**src/rtl/rng_periph_pkg.sv**
```systemverilog
package rng_periph_pkg;

  localparam int DATA_W     = 32;
  localparam int ADDR_W     = 4;
  localparam int STAT_WR_W  = 20;
  localparam int AVAIL_BIT  = 24;

  localparam logic [ADDR_W-1:0] OFS_CTRL = 4'h0;
  localparam logic [ADDR_W-1:0] OFS_STAT = 4'h4;
  localparam logic [ADDR_W-1:0] OFS_DATA = 4'h8;

  typedef struct packed {
    logic ctrlWe;
    logic statWe;
    logic rdCtrl;
    logic rdStat;
    logic rdData;
    logic rdAny;
  } strobes_t;

  // one step of the 32-bit xorshift recurrence; nonzero in gives nonzero out
  function automatic logic [DATA_W-1:0] xsStep(input logic [DATA_W-1:0] x);
    logic [DATA_W-1:0] t;
    t = x ^ (x << 13);
    t = t ^ (t >> 17);
    t = t ^ (t << 5);
    return t;
  endfunction

endpackage

```
**src/rtl/rng_periph_ctrl.sv**
```systemverilog
module rng_periph_ctrl
  import rng_periph_pkg::*;
(
  input  logic              cs,
  input  logic              we,
  input  logic              rdStb,
  input  logic [ADDR_W-1:0] addr,
  output strobes_t          stb
);

  logic isCtrl, isStat, isData, doWr, doRd;

  always_comb begin
    isCtrl = (addr == OFS_CTRL);
    isStat = (addr == OFS_STAT);
    isData = (addr == OFS_DATA);
    doWr   = cs && we;
    doRd   = cs && !we && rdStb;

    stb.ctrlWe = doWr && isCtrl;
    stb.statWe = doWr && isStat;
    stb.rdCtrl = doRd && isCtrl;
    stb.rdStat = doRd && isStat;
    stb.rdData = doRd && isData;
    stb.rdAny  = doRd;
  end

endmodule

```
**src/rtl/rng_periph_dp.sv**
```systemverilog
module rng_periph_dp
  import rng_periph_pkg::*;
#(
  parameter logic [DATA_W-1:0] SEED = 32'h2545_F491
) (
  input  logic              clk,
  input  logic              rstN,
  input  strobes_t          stb,
  input  logic [DATA_W-1:0] wdata,
  output logic [DATA_W-1:0] rdata
);

  localparam logic [DATA_W-1:0] AVAIL_MASK = DATA_W'(1) << AVAIL_BIT;

  logic [DATA_W-1:0] ctrlReg;
  logic [DATA_W-1:0] statReg;
  logic [DATA_W-1:0] genState;
  logic [DATA_W-1:0] genNext;
  logic [DATA_W-1:0] rdMux;

  always_comb begin
    genNext = xsStep(genState);
    if (stb.rdCtrl)      rdMux = ctrlReg;
    else if (stb.rdStat) rdMux = statReg | AVAIL_MASK;
    else if (stb.rdData) rdMux = genNext;
    else                 rdMux = '0;
  end

  always_ff @(posedge clk) begin
    if (!rstN) begin
      ctrlReg  <= '0;
      statReg  <= '0;
      genState <= SEED;
      rdata    <= '0;
    end else begin
      if (stb.ctrlWe) ctrlReg <= wdata;
      if (stb.statWe) statReg[STAT_WR_W-1:0] <= wdata[STAT_WR_W-1:0];
      if (stb.rdData) genState <= genNext;
      if (stb.rdAny)  rdata <= rdMux;
    end
  end

endmodule

```
**src/rtl/rng_periph.sv**
```systemverilog
module rng_periph
  import rng_periph_pkg::*;
#(
  parameter logic [31:0] SEED = 32'h2545_F491
) (
  input  logic        clk,
  input  logic        rstN,
  input  logic        cs,
  input  logic        we,
  input  logic        rdStb,
  input  logic [3:0]  addr,
  input  logic [31:0] wdata,
  output logic [31:0] rdata
);

  strobes_t stb;

  rng_periph_ctrl u_ctrl (
    .cs    (cs),
    .we    (we),
    .rdStb (rdStb),
    .addr  (addr),
    .stb   (stb)
  );

  rng_periph_dp #(.SEED(SEED)) u_dp (
    .clk   (clk),
    .rstN  (rstN),
    .stb   (stb),
    .wdata (wdata),
    .rdata (rdata)
  );

endmodule

```
**config.mk**
```make
export PLATFORM = sky130hd
export DESIGN_NAME = rng_periph
export DESIGN_NICKNAME = d
export VERILOG_FILES = /design/src/rtl/rng_periph_pkg.sv /design/src/rtl/rng_periph_ctrl.sv /design/src/rtl/rng_periph_dp.sv /design/src/rtl/rng_periph.sv
export SDC_FILE = /design/constraint.sdc
export NUM_CORES = 1
export LEC_CHECK = 0
export ABC_CLOCK_PERIOD_IN_PS = 5100
export BUFFER_PORTS_ARGS = -buffer_cell sky130_fd_sc_hd__buf_2
export CAP_MARGIN = 0
export CORE_ASPECT_RATIO = 0.5
export CORE_MARGIN = 10
export CORE_UTILIZATION = 60
export DETAILED_ROUTE_END_ITERATION = 12
export PLACE_DENSITY_LB_ADDON = 0.12
export SLEW_MARGIN = 10
export SYNTH_ARGS = -nofsm -noshare
export SYNTH_HDL_FRONTEND = slang
export SYNTH_SLANG_ARGS = --single-unit
export TNS_END_PERCENT = 100
```
**constraint.sdc**
```tcl
create_clock -name clk -period 5.1 [get_ports clk]
set_input_delay 1.02 -clock clk [delete_from_list [all_inputs] [get_ports clk]]
set_output_delay 1.02 -clock clk [all_outputs]
set_load 0.01 [all_outputs]
```
==> run summary, run 1 <==
status: finished clean
Leakage: 2.461 nW
grt ovf: 0
initial antenna violation count: 0
first-pass GRT wire length: 22,990 um
min Tclk post-route: 2883 ps
area leader, netlist: dfxtp_1
num ports: 73
Worst-Margin Slew: 1037 ps
post_cts resized: 0
Power Density: 354.8 nW/um2
Initial Util: 61.64%
syn_area_per_cell: 8.426 um2
share of layout cells above drive strength 1: 18.09%
period utilization: 56.53%
Final WS setup: 2217 ps
sequential share of the synthesized area: 43.26%
wire per inst: 17.63 um
Core Box Area: 8708 um2
Slew HR: 30.75%
worst vdd ir: 0.0002641 V
dpl cell area: 5742 um2
Startpoint Class: primary input
Main synth FF type: dfxtp_1
final setup fails: 0
largest net degree at the start of global routing: 58
H-tree levels: 4
DRC Markers: 0
Total Neg Setup Slack: 0 ps
crit path capture type: register
CTS Root Cell: clkbuf_16
area delta synth->final: 18.21%
CTS Buf Count: 17
Die Y: 86.88 um
worst setup path class: in2reg
Place WS: 1805 ps
FMAX: 0.3468 GHz
Max Slew Vio Count: 0
remaining antenna violation count: 0
Reg clk slew, reported paths: 60 ps
diodes inserted: 0
final wirelength: 14,440 um
Yosys reg bits: 116
Initial DRC Count: 430
drt pass-1 iters: 5
total track usage: 21.62%
maxcap violations: 0
Post-Syn Area: 5368 um2
Worst Path Max Fanout: 30
worst-path cell chain: buf_2 > or4b_1 > nor2_2 > nand2_1 > xor2_1 > nor2_1
Die X: 153.8 um
top cells by area, synth: dfxtp_1 43%, nand2_1 8.8%, xnor2_1 7.8%, a21oi_1 7.0%, xor2_1 5.2%
syn_nets: 678
CP required: 5360 ps
CTS Sinks: 116
vias per cell: 5.645
nets@finish: 730
Worst Path Arrival: 3140 ps
share of the synthesized area in the top cell type: 43.26%
finished layout cell area: 6345 um2
num rows: 24
EDFF count, synth: 0
unrepaired setup endpoints after global routing: false
Max Buffers Root-to-Sink: 2
clock latency on the worst-skew pair: 410 ps
Die Footprint: 13,360 um2
Post-CTS Setup Inserts: 0
WP buf/inv: 1
Fin. Hold Viols: 0
Top Family by Delay on Critical Path: simple AND/OR/NAND/NOR gates
# fillers: 699
Post-synth ARST share: 0%
hold crit path type: reg2reg
Yosys warning total: 0
Clock Skews: 6.478 ps
Critical Path Max Stage Delay: 700 ps
Vias: 4,623
vias in the first global route: 4,263
CTS tree: built
hold_buf cts: 0
gp weighted congestion: 0.8557
Distinct cells, synth: 40
Crit-path slowest cell: or4b_1
port bufs: 72
DP Wirelength: 9539 um
Mapped Cells: 637
-- worst reg2reg max path, stage by stage (launching register included) --
cell,delay [ps]
dfxtp_1,420
xor2_2,330
xor2_1,410
xnor2_1,240
o22a_1,270
a21oi_1,130
-- final cells by class --
| class | instances | area, um2 | area share, % |
|---|---|---|---|
| clock inverters | 13 | 150.1 | 2.366 |
| repair buffers | 80 | 420.4 | 6.626 |
| flip-flops and latches | 116 | 2322 | 36.60 |
| inverters | 1 | 3.754 | 0.05916 |
| multi-input cells | 473 | 2849 | 44.90 |
| well taps | 117 | 146.4 | 2.307 |
| clock buffers | 19 | 452.9 | 7.139 |
-- registers in the layout, indices dropped and copies added (netlist names) --
signal,count
u_dp.ctrlReg,32
u_dp.genState,32
u_dp.rdata,32
u_dp.statReg,20
-- through the flow --
step                      hold WS [ps]  utilization, %  total power [mW]  instances
after CTS                        452.7           72.86             2.253        819
after floorplan                  432.9               -             1.013        637
after detailed placement         442.9           65.93             1.060        787
after global routing             466.2           72.86             2.318        819
final                            451.5           72.86             2.251        819
after global placement           439.1           65.93             1.060        787
-- power breakdown --
part	switching (mW)	total [mW]	leakage (nW)	internal [mW]
Sequential	0.00740	0.927	0.938	0.920
Combinational	0.0722	0.115	1.24	0.0428
Clock	0.459	1.21	0.278	0.750
Total	0.538	2.25	2.46	1.71
-- synthesized netlist by cell type (12+ instances only) --
library cell	number
or3_1	15
dfxtp_1	116
nand2_1	126
mux2i_1	13
a21oi_1	75
o21ai_0	35
clkbuf_1	36
xor2_1	32
nor3_1	13
a221oi_1	12
xnor2_1	48
nor2_1	47
-- kinds of logic (layout without fill, tap and decap cells) --
group / count (synthesis) / after routing / share of synthesized area [%]
flops: 116 / 116 / 43.26
simple gates: 226 / 226 / 18.18
buf+inv: 48 / 113 / 3.660
compound gates: 140 / 140 / 14.94
xor+xnor: 91 / 91 / 16.90
mux: 16 / 16 / 3.053
-- worst paths after layout --
path                                                      from                             to  slack [ps]  cells after the start
worst max-delay path                                   addr[2]  u_dp.genState[3]$_SDFFE_PN0P_        2220                      6
worst min-delay path             u_dp.ctrlReg[12]$_SDFFE_PN0P_  u_dp.ctrlReg[12]$_SDFFE_PN0P_         450                      2
worst max register to register  u_dp.genState[13]$_SDFFE_PN1P_    u_dp.rdata[14]$_SDFFE_PN0P_        3240                      5
worst min register to register   u_dp.ctrlReg[12]$_SDFFE_PN0P_  u_dp.ctrlReg[12]$_SDFFE_PN0P_         450                      2
-- routing by layer --
metal / up-vias / track usage [%] / wire length (um)
met4: 0 / 4.433 / 99
met5: - / 0 / 0
li1: 2253 / - / -
met2: 167 / 33.10 / 6444
met3: 17 / 6.805 / 1207
met1: 2186 / 29.35 / 6688
-- layout by cell type (no fill, tap or decap), drive strengths merged, types with 3 or more instances in the layout --
master	instances
nor3	13
a21oi	75
nand3	11
o22ai	3
a221oi	12
clkinv	4
xnor2	52
mux2i	13
xor2	35
mux2	3
clkinvlp	5
nand2	127
o21ai	35
nor2	48
o211ai	3
o22a	3
inv	3
clkbuf	19
buf	80
dfxtp	116
nor2b	3
or3	15
(Power assumes the default switching activity.)
==> run 2, diff against run 1 <==
Settings changed: ABC_CLOCK_PERIOD_IN_PS 5100 to 2500, CORE_UTILIZATION 60 to 52.
Clock period 5.1 ns to 2.5 ns, I/O delays scaled along.
==> run 2 against run 1 <==
  * Wire length is 2.5% higher
  * Clock skew is 4.7 ps higher
  * Sequential power is 100% higher
  * Highest routed layer unchanged
  * Clock-buffer cell count is 2 higher
  * Power is 110% higher
  * Critical path depth is 1 lower
  * Final cell count is 3.9% higher
  * Die area is 13% higher
  * Sequential share of layout area is 0.80 points lower
  * Largest cell class unchanged
  * Sequential cell count stayed put
  * Worst setup slack worse by 1600 ps
  * Non-clock buffer count is 9 higher
==> run summary, run 2 (synthesis results as in run 1) <==
status: finished clean
Top Family by Delay on Critical Path: XOR/XNOR gates
Final WS setup: 649.6 ps
reg2reg start: u_dp.genState[16]$_SDFFE_PN1P_
diodes inserted: 0
CTS Buf Count: 17
unrepaired setup endpoints after global routing: false
Worst R2R End: u_dp.rdata[12]$_SDFFE_PN0P_
vias in the first global route: 4,538
Fin. Hold Viols: 0
biggest regs: u_dp.ctrlReg: 32 flops, u_dp.genState: 32 flops, u_dp.rdata: 32 flops
first-pass GRT wire length: 24,320 um
Critical Path Max Stage Delay: 480 ps
Critical Path Start: u_dp.genState[16]$_SDFFE_PN1P_
crit path capture type: register
maxcap violations: 0
Post-Layout Cell Count: 851
R2R Setup Slk: 650 ps
Die X: 163.7 um
Initial Util: 52.88%
gp weighted congestion: 0.8072
num ports: 73
min Tclk post-route: 1850 ps
Core Box Area: 10,150 um2
# placed instances: 819
Die Y: 91.84 um
finished layout cell area: 6487 um2
Worst-Margin Slew: 669.7 ps
DP Wirelength: 9973 um
grt ovf: 0
drt pass-1 iters: 5
Crit-path slowest cell: xor2_1
Worst Path Max Fanout: 4
clock latency on the worst-skew pair: 420 ps
Worst Path Arrival: 2140 ps
area delta synth->final: 20.86%
most frequent cells in the layout: 126 x nand2_1, 116 x dfxtp_1, 75 x a21oi_1
CTS tree: built
remaining antenna violation count: 0
wire per inst: 17.39 um
share of layout cells above drive strength 1: 18.85%
Leakage: 2.524 nW
Max Slew Vio Count: 0
worst vdd ir: 0.0004804 V
stages on the worst setup path: 5
period utilization: 74.02%
worst setup path end: u_dp.rdata[12]$_SDFFE_PN0P_
Die Footprint: 15,030 um2
largest net degree at the start of global routing: 78
num rows: 26
commonest non-fill, non-tap cell in the layout: nand2_1
initial antenna violation count: 0
worst r2r path cells: 5
hold_buf cts: 0
WP buf/inv: 0
Vias: 4,612
Reg clk slew, reported paths: 60 ps
Startpoint Class: register
H-tree levels: 4
worst setup path class: reg2reg
CTS Sinks: 116
Power Density: 733.0 nW/um2
dpl cell area: 5851 um2
Post-CTS Setup Inserts: 0
vias per cell: 5.420
final wirelength: 14,800 um
Max Buffers Root-to-Sink: 2
Slew HR: 55.20%
cell with the most instances on the worst path: xor2_1
Total Neg Setup Slack: 0 ps
nets@finish: 739
Initial DRC Count: 433
post_cts resized: 0
FMAX: 0.5404 GHz
hold crit path type: in2reg
post-layout util: 63.92%
DRC Markers: 0
total track usage: 20.31%
CTS Root Cell: clkbuf_16
worst-path cell chain: xnor2_1 > xor2_1 > xor2_1 > o22a_1 > a21oi_1
port bufs: 72
CP required: 2790 ps
final setup fails: 0
Clock Skews: 11.17 ps
Place WS: 376.5 ps
==> run 2: cell types whose count changed in the layout (fill, tap and decap cells not counted) <==
cell / before / now
inv_6: 2 / 0
clkinv_4: 4 / 3
clkinvlp_4: 5 / 4
bufinv_16: 2 / 4
buf_4: 8 / 16
clkbuf_1: 0 / 2
buf_12: 0 / 1
==> run 2: layout make-up <==
class / instances / area, um2
Inverter: 1 / 3.754
Clock inverter: 11 / 176.4
Multi-Input combinational cell: 473 / 2849
Tap cell: 140 / 175.2
Fill cell: 923 / 3662
Sequential cell: 116 / 2322
Timing Repair Buffer: 89 / 500.5
Clock buffer: 21 / 460.4
==> run 2: power breakdown <==
group / leakage (nW) / switching, mW / internal (mW) / total, mW
logic: 1.29 / 0.148 / 0.0931 / 0.241
clock network: 0.296 / 0.898 / 1.72 / 2.62
registers: 0.938 / 0.0153 / 1.88 / 1.89
total: 2.52 / 1.06 / 3.69 / 4.76
==> run 2: routing by layer <==
metal / GRT usage [%] / wire length [um]
met1: 28.27 / 7262
met2: 30.29 / 6443
met3: 4.996 / 875
met4: 6.287 / 214
met5: 0 / 0
==> run 2: worst reg2reg max path: cells and delay by family, from the launching register on <==
| kind | cells | cell delay (ps) |
|---|---|---|
| AOI/OAI and AO/OA | 2 | 260 |
| DFF | 1 | 340 |
| xor gates and xnor gates | 3 | 1130 |
==> run 2: per-stage QoR <==
step	hold slack (ps)	power [mW]
floorplan	432.9	2.066
global placement	440.5	2.170
detailed placement	443.3	2.171
CTS	314.4	4.774
global route	328.4	4.878
finish	319.7	4.756
==> run 2: how the worst min path moves through the flow <==
stage                                             start  cells after the start  slack [ps]                             to
after detailed placement   u_dp.statReg[3]$_SDFFE_PN0P_                      2         440   u_dp.statReg[3]$_SDFFE_PN0P_
after CTS                                     wdata[29]                      3         310  u_dp.ctrlReg[29]$_SDFFE_PN0P_
after floorplan           u_dp.statReg[19]$_SDFFE_PN0P_                      2         430  u_dp.statReg[19]$_SDFFE_PN0P_
after global routing                          wdata[29]                      3         330  u_dp.ctrlReg[29]$_SDFFE_PN0P_
final                                         wdata[29]                      3         320  u_dp.ctrlReg[29]$_SDFFE_PN0P_
after global placement    u_dp.ctrlReg[18]$_SDFFE_PN0P_                      2         440  u_dp.ctrlReg[18]$_SDFFE_PN0P_
==> run 3, diff against run 2 <==
Settings changed: ABC_CLOCK_PERIOD_IN_PS 2500 to 1580.
Clock period 2.5 ns to 1.58 ns, I/O delays scaled along.
==> run 3 against run 2 <==
  * Sequential power up 58%
  * Non-clock buffer count is 69 higher
  * Register-to-register slack worse by 660 ps
  * Sequential cell count unchanged
  * Combinational power up 79%
  * Clock skew decreased by 5.1 ps
  * The flow now finishes with violations (setup timing)
  * First-iteration DRC count is 7.4% lower
  * Cell area is 11% higher
  * Final cell count rose by 8.1%
  * Worst setup slack got worse by 660 ps
==> run summary, run 3 (synthesis results as in run 1) <==
status: finished, violations left
failing checks: setup timing
Die Y: 91.84 um
period utilization: 100.7%
worst setup path class: reg2reg
area delta synth->final: 34.22%
clock latency on the worst-skew pair: 410 ps
vias in the first global route: 4,692
port bufs: 72
maxcap violations: 0
nets@finish: 808
biggest regs: u_dp.ctrlReg: 32 flops, u_dp.genState: 32 flops, u_dp.rdata: 32 flops
Core Box Area: 10,150 um2
num rows: 26
Worst Path Arrival: 1940 ps
Die Footprint: 15,030 um2
DP Wirelength: 10,940 um
Max Slew Vio Count: 0
Leakage: 2.949 nW
Initial DRC Count: 401
share of layout cells above drive strength 1: 29.36%
CTS tree: built
Internal Power: 5.804 mW
DRC Markers: 0
share of power burned in registers: 39.8%
CTS Buf Count: 17
# placed instances: 885
Worst Path Max Fanout: 4
Die X: 163.7 um
CP required: 1920 ps
largest net degree at the start of global routing: 67
H-tree levels: 4
Slew HR: 72.52%
# fillers: 816
FMAX: 0.6282 GHz
CTS Sinks: 116
wire per inst: 16.78 um
Reg clk slew, reported paths: 60 ps
P_sw: 1.720 mW
Clock Skews: 6.107 ps
Post-Layout Cell Count: 920
hold slack: 140.9 ps
clock network fraction of total power: 54.5%
crit path capture type: register
gp weighted congestion: 0.8723
grt ovf: 0
hold_buf cts: 0
diodes inserted: 0
commonest non-fill, non-tap cell in the layout: nand2_1
vias per cell: 5.267
num ports: 73
Final WS setup: -11.79 ps
initial antenna violation count: 0
Fin. Hold Viols: 0
first-pass GRT wire length: 24,730 um
unrepaired setup endpoints after global routing: true
worst vdd ir: 0.0007756 V
Worst-Margin Slew: 407.9 ps
min Tclk post-route: 1592 ps
Startpoint Class: register
remaining antenna violation count: 0
drt pass-1 iters: 5
Initial Util: 52.88%
switching fraction of total power: 22.86%
total track usage: 20.56%
most frequent cells in the layout: 126 x nand2_1, 113 x dfxtp_1, 82 x buf_4
CTS Root Cell: clkbuf_16
Power Density: 1044 nW/um2
combinational group share of total power: 5.7%
Max Buffers Root-to-Sink: 2
final wirelength: 15,440 um
hold crit path type: in2reg
Vias: 4,846
final setup fails: 2
run 3: power by group through the flow:
| stage | clock network, mW | logic, mW | registers (mW) |
|---|---|---|---|
| after floorplan | 0 | 0.203 | 3.07 |
| after global placement | 0 | 0.419 | 3.05 |
| after detailed placement | 0 | 0.422 | 3.06 |
| after CTS | 4.12 | 0.427 | 2.99 |
| after global routing | 4.27 | 0.474 | 3.00 |
| final | 4.10 | 0.432 | 2.99 |
run 3: final timing paths:
check	to	depth (start not counted)	start	slack (ps)
worst min register to register	u_dp.ctrlReg[11]$_SDFFE_PN0P_	2	u_dp.ctrlReg[11]$_SDFFE_PN0P_	450
worst min-delay path	u_dp.ctrlReg[20]$_SDFFE_PN0P_	3	wdata[20]	140
worst max register to register	u_dp.genState[8]$_SDFFE_PN0P_	4	u_dp.genState[7]$_SDFFE_PN1P_	-10
worst max-delay path	u_dp.genState[8]$_SDFFE_PN0P_	4	u_dp.genState[7]$_SDFFE_PN1P_	-10
run 3: repair_timing:
action                     in CTS  in global routing
pin swaps                       2                  4
setup endpoints to repair       9                 22
resized for setup               9                 18
setup buffers                   0                  3
gates cloned                    0                  0
run 3: metrics by stage:
stage / instance area (um2) / TNS (ps) / setup WS, ps / util [%] / power [mW]
6_report: 7204 / -13.66 / -11.79 / 70.98 / 7.524
5_1_grt: 7204 / -411.3 / -70.19 / 70.98 / 7.742
4_1_cts: 7078 / 0 / 8.840 / 69.74 / 7.539
3_5_place_dp: 6389 / -8519 / -167.3 / 62.94 / 3.478
3_3_place_gp: 6389 / -6368 / -136.0 / 62.94 / 3.474
2_1_floorplan: 5379 / -231.8 / -12.71 / - / 3.271
run 3: worst max-delay path, cell delays in order (launching register included):
cell and delay, ps:
dfxtp_4 380, xor3_2 510, xnor2_1 160, or3_1 320, a21oi_2 150
run 3: layer usage:
layer / part of all wire [%] / GRT usage [%]
met5: 0 / 0
met4: 0.89 / 4.882
met3: 5.1 / 4.193
met2: 45 / 31.44
met1: 49 / 29.10
run 3: layout make-up:
type | instances | area, um2 | share of cell area (%)
Tap cell | 140 | 175.2 | 2.431
Clock buffer | 17 | 425.4 | 5.905
Sequential cell | 116 | 2328 | 32.32
Timing Repair Buffer | 158 | 1056 | 14.66
Inverter | 1 | 3.754 | 0.05210
Multi-Input combinational cell | 473 | 3009 | 41.77
Clock inverter | 15 | 206.4 | 2.866
